<file path="config.mk">
export PLATFORM = sky130hd
export DESIGN_NAME = exc_entry_unit
export DESIGN_NICKNAME = d
export VERILOG_FILES = /design/src/rtl/exc_pkg.sv /design/src/rtl/exc_irq_gate.sv /design/src/rtl/exc_ctrl_fsm.sv /design/src/rtl/exc_status_stack.sv /design/src/rtl/exc_cause_epc.sv /design/src/rtl/exc_entry_unit.sv
export SDC_FILE = /design/constraint.sdc
export NUM_CORES = 1
export LEC_CHECK = 0
export BUFFER_PORTS_ARGS = -buffer_cell sky130_fd_sc_hd__buf_2
export CORE_AREA = 2 2 113 115
export CTS_BUF_LIST = sky130_fd_sc_hd__clkbuf_16
export CTS_CLUSTER_SIZE = 8
export DETAILED_ROUTE_END_ITERATION = 10
export DIE_AREA = 0 0 115 117
export PLACE_DENSITY = 0.89
export SLEW_MARGIN = 20
export SYNTH_ARGS = -nofsm -noshare
export SYNTH_HDL_FRONTEND = slang
export SYNTH_HIERARCHICAL = 1
export SYNTH_SLANG_ARGS = --single-unit
</file>
<file path="constraint.sdc">
create_clock -name clk -period 3.16 [get_ports clk]
set_clock_uncertainty 0.05 [all_clocks]
set_input_delay 0.316 -clock clk [delete_from_list [all_inputs] [get_ports clk]]
set_output_delay 0.316 -clock clk [all_outputs]
set_load 0.02 [all_outputs]
</file>
<file path="src/rtl/exc_pkg.sv">
package exc_pkg;

    typedef enum logic [0:0] {
        ST_RUN   = 1'b0,
        ST_ENTER = 1'b1
    } exc_state_e;

    typedef enum logic [1:0] {
        SEL_STATUS = 2'd0,
        SEL_CAUSE  = 2'd1,
        SEL_EPC    = 2'd2,
        SEL_REV    = 2'd3
    } reg_sel_e;

    localparam int BEV_BIT   = 22;
    localparam int IM_BIT    = 10;
    localparam int IE_BIT    = 0;
    localparam int BD_BIT    = 31;
    localparam int SWI_LO    = 8;
    localparam int SWI_HI    = 9;
    localparam int STACK_W   = 6;
    localparam int LEVEL_W   = 2;

    localparam logic [31:0] HW_IRQ_CAUSE = 32'h0000_0400;

endpackage

</file>
<file path="src/rtl/exc_irq_gate.sv">
module exc_irq_gate #(
    parameter int NIRQ = 11
) (
    input  logic [NIRQ-1:0] irq_status,
    input  logic [NIRQ-1:0] irq_mask,
    input  logic            glob_en,
    input  logic            line_en,
    output logic            irq_fire
);
    logic [NIRQ-1:0] hit;

    // per-line qualification
    for (genvar i = 0; i < NIRQ; i++) begin : g_line
        assign hit[i] = irq_status[i] & irq_mask[i];
    end

    assign irq_fire = (|hit) & glob_en & line_en;

endmodule

</file>
<file path="src/rtl/exc_ctrl_fsm.sv">
module exc_ctrl_fsm
    import exc_pkg::*;
(
    input  logic clk,
    input  logic rst_n,
    input  logic exc_req,
    input  logic irq_fire,
    output logic enter,
    output logic use_irq,
    output logic exc_take
);
    exc_state_e state_q, state_d;

    // state register
    always_ff @(posedge clk) begin
        if (!rst_n) state_q <= ST_RUN;
        else        state_q <= state_d;
    end

    // next state
    always_comb begin
        state_d = state_q;
        unique case (state_q)
            ST_RUN:   if (exc_req || irq_fire) state_d = ST_ENTER;
            ST_ENTER: state_d = ST_RUN;
        endcase
    end

    // outputs
    always_comb begin
        enter    = 1'b0;
        use_irq  = 1'b0;
        exc_take = 1'b0;
        unique case (state_q)
            ST_RUN: begin
                enter   = exc_req | irq_fire;
                use_irq = irq_fire & ~exc_req;
            end
            ST_ENTER: exc_take = 1'b1;
        endcase
    end

    assert_enter_only_in_run_R8: assert property (@(posedge clk) disable iff (!rst_n)
        exc_take |-> !enter);

endmodule

</file>
<file path="src/rtl/exc_status_stack.sv">
module exc_status_stack
    import exc_pkg::*;
#(
    parameter int          XLEN       = 32,
    parameter logic [31:0] STATUS_RST = 32'h1060_0000
) (
    input  logic            clk,
    input  logic            rst_n,
    input  logic            push,
    input  logic            pop,
    input  logic            wr,
    input  logic [XLEN-1:0] wdata,
    output logic [XLEN-1:0] status
);
    localparam int PUSH_SRC = STACK_W - LEVEL_W;

    logic [XLEN-1:0] status_q;

    always_ff @(posedge clk) begin
        if (!rst_n) begin
            status_q <= XLEN'(STATUS_RST);
        end else if (push) begin
            status_q <= {status_q[XLEN-1:STACK_W], status_q[PUSH_SRC-1:0], {LEVEL_W{1'b0}}};
        end else if (wr) begin
            status_q <= wdata;
        end else if (pop) begin
            status_q <= {status_q[XLEN-1:PUSH_SRC], status_q[STACK_W-1:LEVEL_W]};
        end
    end

    assign status = status_q;

    assert_pop_keeps_old_R7: assert property (@(posedge clk) disable iff (!rst_n)
        (pop && !push && !wr) |=> status_q[STACK_W-1:PUSH_SRC] == $past(status_q[STACK_W-1:PUSH_SRC]));

endmodule

</file>
<file path="src/rtl/exc_cause_epc.sv">
module exc_cause_epc
    import exc_pkg::*;
#(
    parameter int XLEN = 32
) (
    input  logic            clk,
    input  logic            rst_n,
    input  logic            enter,
    input  logic            bd,
    input  logic [XLEN-1:0] pc,
    input  logic [XLEN-1:0] cause_val,
    input  logic            sw_wr,
    input  logic [SWI_HI:SWI_LO] sw_bits,
    output logic [XLEN-1:0] cause,
    output logic [XLEN-1:0] epc
);
    localparam logic [XLEN-1:0] KEEP_MASK = XLEN'(32'h0000_0300);
    localparam logic [XLEN-1:0] BD_MASK   = XLEN'(1) << BD_BIT;

    logic [XLEN-1:0] cause_q, epc_q;

    always_ff @(posedge clk) begin
        if (!rst_n) begin
            cause_q <= '0;
            epc_q   <= '0;
        end else if (enter) begin
            cause_q <= (cause_q & KEEP_MASK) | cause_val | (bd ? BD_MASK : '0);
            epc_q   <= bd ? (pc - XLEN'(4)) : pc;
        end else if (sw_wr) begin
            cause_q[SWI_HI:SWI_LO] <= sw_bits;
        end
    end

    assign cause = cause_q;
    assign epc   = epc_q;

    assert_bd_flag_R2: assert property (@(posedge clk) disable iff (!rst_n)
        enter |=> cause_q[BD_BIT] == $past(bd | cause_val[BD_BIT]));

endmodule

</file>
<file path="src/rtl/exc_entry_unit.sv">
module exc_entry_unit
    import exc_pkg::*;
#(
    parameter int          XLEN       = 32,
    parameter int          NIRQ       = 11,
    parameter logic [31:0] RESET_PC   = 32'hBFC0_0000,
    parameter logic [31:0] VEC_BOOT   = 32'hBFC0_0180,
    parameter logic [31:0] VEC_NORM   = 32'h8000_0080,
    parameter logic [31:0] STATUS_RST = 32'h1060_0000,
    parameter logic [31:0] REV_ID     = 32'h0000_0002
) (
    input  logic            clk,
    input  logic            rst_n,
    input  logic [XLEN-1:0] cur_pc,
    input  logic            in_delay_slot,
    input  logic            exc_req,
    input  logic [XLEN-1:0] exc_cause_in,
    input  logic [NIRQ-1:0] irq_status,
    input  logic [NIRQ-1:0] irq_mask,
    input  logic            rfe,
    input  logic            sw_we,
    input  logic [1:0]      sw_sel,
    input  logic [XLEN-1:0] sw_wdata,
    output logic [XLEN-1:0] sw_rdata,
    output logic [XLEN-1:0] pc_out,
    output logic            exc_take,
    output logic [XLEN-1:0] status_o,
    output logic [XLEN-1:0] cause_o,
    output logic [XLEN-1:0] epc_o
);
    logic            irq_fire, enter, use_irq;
    logic            ent_bd;
    logic [XLEN-1:0] ent_cause;
    logic            wr_status, wr_cause, pop_ok;
    logic [XLEN-1:0] status_w, cause_w, epc_w;
    logic [XLEN-1:0] pc_q;
    reg_sel_e        sel;

    exc_irq_gate #(.NIRQ(NIRQ)) u_gate (
        .irq_status (irq_status),
        .irq_mask   (irq_mask),
        .glob_en    (status_w[IE_BIT]),
        .line_en    (status_w[IM_BIT]),
        .irq_fire   (irq_fire)
    );

    exc_ctrl_fsm u_fsm (
        .clk      (clk),
        .rst_n    (rst_n),
        .exc_req  (exc_req),
        .irq_fire (irq_fire),
        .enter    (enter),
        .use_irq  (use_irq),
        .exc_take (exc_take)
    );

    // entry source selection: a request beats an interrupt
    assign ent_bd    = use_irq ? 1'b0 : in_delay_slot;
    assign ent_cause = use_irq ? XLEN'(HW_IRQ_CAUSE) : exc_cause_in;

    // entry beats software write and return strobe
    assign sel       = reg_sel_e'(sw_sel);
    assign wr_status = sw_we & (sel == SEL_STATUS) & ~enter;
    assign wr_cause  = sw_we & (sel == SEL_CAUSE) & ~enter;
    assign pop_ok    = rfe & ~enter;

    exc_status_stack #(.XLEN(XLEN), .STATUS_RST(STATUS_RST)) u_status (
        .clk    (clk),
        .rst_n  (rst_n),
        .push   (enter),
        .pop    (pop_ok),
        .wr     (wr_status),
        .wdata  (sw_wdata),
        .status (status_w)
    );

    exc_cause_epc #(.XLEN(XLEN)) u_cause (
        .clk       (clk),
        .rst_n     (rst_n),
        .enter     (enter),
        .bd        (ent_bd),
        .pc        (cur_pc),
        .cause_val (ent_cause),
        .sw_wr     (wr_cause),
        .sw_bits   (sw_wdata[SWI_HI:SWI_LO]),
        .cause     (cause_w),
        .epc       (epc_w)
    );

    // redirect target
    always_ff @(posedge clk) begin
        if (!rst_n)     pc_q <= XLEN'(RESET_PC);
        else if (enter) pc_q <= status_w[BEV_BIT] ? XLEN'(VEC_BOOT) : XLEN'(VEC_NORM);
    end

    // software read path
    always_comb begin
        sw_rdata = '0;
        unique case (sel)
            SEL_STATUS: sw_rdata = status_w;
            SEL_CAUSE:  sw_rdata = cause_w;
            SEL_EPC:    sw_rdata = epc_w;
            SEL_REV:    sw_rdata = XLEN'(REV_ID);
        endcase
    end

    assign pc_out   = pc_q;
    assign status_o = status_w;
    assign cause_o  = cause_w;
    assign epc_o    = epc_w;

    assert_take_single_R8: assert property (@(posedge clk) disable iff (!rst_n)
        exc_take |=> !exc_take);

    assert_vector_sel_R4: assert property (@(posedge clk) disable iff (!rst_n)
        exc_take |-> pc_out == (status_w[BEV_BIT] ? XLEN'(VEC_BOOT) : XLEN'(VEC_NORM)));

    assert_stack_push_R5: assert property (@(posedge clk) disable iff (!rst_n)
        $rose(exc_take) |-> (status_w[LEVEL_W-1:0] == '0) &&
                            (status_w[STACK_W-1:LEVEL_W] == $past(status_w[STACK_W-LEVEL_W-1:0])));

    assert_epc_fix_R3: assert property (@(posedge clk) disable iff (!rst_n)
        $rose(exc_take) |-> epc_w == (($past(exc_req) && $past(in_delay_slot)) ?
                                      ($past(cur_pc) - XLEN'(4)) : $past(cur_pc)));

    assert_swbits_kept_R2: assert property (@(posedge clk) disable iff (!rst_n)
        $rose(exc_take) |-> cause_w[SWI_HI:SWI_LO] == $past(cause_w[SWI_HI:SWI_LO]));

endmodule

</file>
==> results.toml <==
[sta]
setup_tns_ns = 0
finalHoldViolations = 0
fmax_mhz = 374
worst_slack_ns = 0.484
slew_headroom_pct = 41.0
rsz0062_at_grt = "false"
min_period_ns = 2.68
finalSetupViolations = 0
post-route-period-util_pct = 84.7
worstMarginPinSlew_ns = 0.882
slew_violations = 0

[floorplanning]
start_util_pct = 45.1
design.core.area_mm2 = 0.0123
io_pins = 287
rows = 41
die_w_um = 115
die_h_um = 117
die_area_mm2 = 0.0135

[synth]
ys_seq_area_share_pct = 36.1
synthCells = 627
synth_edf_count = 0
syn_area_mm2 = 0.00555
yosys.area.top_type = "dfxtp_1"
synth_xor_area_share_pct = 1.74
synthAdderAreaFrac_pct = 0.225
synth_ff_type = "dfxtp_1"
synthDistinctLibCells = 56
synth_simple_gate_area_share_pct = 20.6
avgSynthCellArea_um2 = 8.86
synth_top_area_share_pct = 36.1
synth_compound_area_share_pct = 18.0
muxShareOfSynthArea_pct = 13.2
yosysWarnings = 6
async_flop_share_pct = 0
synthTopCellsByArea = "dfxtp_1 (36%), mux2i_1 (13%), o2bb2ai_1 (4.9%), buf_4 (4.6%), nand2_1 (4.3%)"
ys_ff_latch = 100
synth_top_family_by_area = "simple AND/OR/NAND/NOR gates"

[min_path]
min_path_type = "in2reg"
min_from = "sw_wdata[22]"

[placed_design]
dpl_worst_slack_ns = 0.135
place_congestion = 0.931
io_buffers = 264
dp_hpwl_mm = 13.6

[worst_setup_path]
crit_path_start_kind = "input port"
critical-path-top-delay-family = "simple AND/OR/NAND/NOR gates"
worstPathMaxFanout = 13
criticalPathCategory = "in2reg"
path_cells = "buf_2 > a222oi_1 > and3_1 > a31oi_1 > nor3b_2 > nor2b_1 > nand4bb_1 > or3_4 > or4_1 > a31oi_1"
crit_required_ns = 3.38
cpMostUsedCell = "a31oi_1"
worst_path_largest_cell_delay_ns = 0.50
cp.arrival_ns = 2.89
regToRegStartpoint = "u_status/status[0]"
cp-end-kind = "flop"
critPathSlowestCell = "or3_4"
path_buf_inv = 1
startpoint = "irq_status[3]"

[cts]
clockBufferDepth = 2
clk_latency_ns = 0.34
clockRootBuffer = "clkbuf_16"
cts_hold_buf = 0
cts_tree = "built"
postCtsSetupBuffers = 0
path_clk_slew_ns = 0.07
htreeDepth = 3
cts_sinks = 100
cts_made_buffers = 9
post_cts_resized = 0

[routing]
via_per_inst = 5.48
top_layer = "met4"
drcViolationCount = 0
final_antenna_net_count = 0
wl_mm = 18.3
wl_met3_mm = 1.32
wl_per_cell_um = 17.9
drtIter0Drc = 438
first_pass_iters = 6
vias = 5605
dr_wl_met2_mm = 8.65
wl_met1_mm = 7.84

[global_route]
grt_max_degree = 61
grt_pass1_vias = 4957
grt_pass1_wl_mm = 26.2
antenna_found_initial = 1
grt_overflow = 0
grt_use_total_pct = 25.4

[final_layout]
drive_gt1_share_pct = 36.2
fin_util_pct = 57.2
fillerInstances = 1103
nets = 993
syn2layout_area_growth_pct = 26.9

[power_and_ir_drop]
p_per_area_mw_per_mm2 = 450
peakVddDrop_uv = 225
leakage_nw = 3.29

[job]
cap_violations = 0

[status]
status = "finished, final reports clean"
[sequential cells by signal (all words and copies together), names as in the netlist]
name	count
pc_out	3
u_cause/epc	32
u_fsm/state_q	1
u_cause/cause	32
u_status/status	32
[kinds of logic (layout without fill, tap and decap cells)]
group / Yosys count / in the layout
adder cells (fa/ha/maj): 1 / 1
buffers and inverters: 79 / 303
AO/OA/AOI/OAI: 142 / 142
flip-flops: 100 / 100
AND/OR/NAND/NOR: 219 / 219
XOR/XNOR: 11 / 11
other: 2 / 23
multiplexers: 73 / 73
[where the power goes]
part | switching (mW) | internal, mW
Sequential | 0.0707 | 1.33
Combinational | 0.416 | 0.258
Clock | 0.481 | 0.610
[worst reg2reg max path, cell delays in order, from the launching register on]
cell and delay (ns):
dfxtp_1 0.36, nand2_1 0.08, a31oi_1 0.05, nor3b_2 0.20
nor2b_1 0.23, nand4bb_1 0.24, or3_4 0.50, or4_1 0.48
a31oi_1 0.17
[layer usage]
layer,vias up,track usage [%]
li1,2681,-
met1,2581,33.4
met2,305,41.7
met3,38,3.19
met4,0,11.8
met5,-,0
[cells in the mapped netlist, drive strengths merged (10+ instances only)]
library cell  instances
o21ai                29
or4                  17
buf                  55
a21boi               24
o2bb2ai              31
mux2i                71
a21oi                10
a31oi                16
nor2                 53
nand3                10
o31ai                11
clkbuf               19
dfxtp               100
nor2b                34
nand2                63
[cell type report]
| cell class | count | area (um^2) | area share (%) |
|---|---|---|---|
| timing repair buffer | 282 | 1460 | 20.7 |
| tap | 150 | 188 | 2.66 |
| inverter | 5 | 18.8 | 0.266 |
| clock inverter | 7 | 67.6 | 0.959 |
| multi-input combinational | 468 | 3090 | 43.8 |
| clock buffer | 9 | 225 | 3.20 |
| antenna | 1 | 2.50 | 0.0355 |
| sequential | 100 | 2000 | 28.4 |
[worst paths after layout]
check,to,slack (ns),cells after the start
setup / recovery,u_cause/epc[26],0.48,10
hold / removal,u_status/status[22],0.14,3
setup reg to reg,u_cause/epc[26],0.73,8
hold reg to reg,pc_out[7],0.41,1
[layout by cell type (no fill, tap or decap), types with 3 or more instances in the layout]
cell	n
a21boi_0	7
xor2_1	6
buf_4	18
buf_2	264
nand4_1	4
xnor2_1	5
and2b_1	3
nand3_1	10
a21boi_1	17
or3_1	6
nor2_1	52
clkbuf_16	9
nor4_1	6
a21oi_1	10
a31oi_1	16
or2_2	4
a211oi_1	9
dfxtp_1	100
nor2b_1	33
or4_1	16
o21ai_0	29
nand2_1	63
conb_1	22
inv_1	5
mux2i_1	71
o2bb2ai_1	31
nor3_1	3
o31ai_1	11
a22oi_1	4
nand2b_1	3
[per-stage QoR]
step	hold slack, ns	power [mW]	instances	area [um^2]
6_report	0.138	3.17	1022	7050
5_1_grt	0.143	3.29	1022	7050
4_1_cts	0.125	3.18	1021	7040
3_5_place_dp	0.396	2.10	1005	6750
3_3_place_gp	0.381	2.09	1005	6750
2_1_floorplan	0.338	1.86	647	5630
Note: power is estimated with default switching activity, not from simulation.
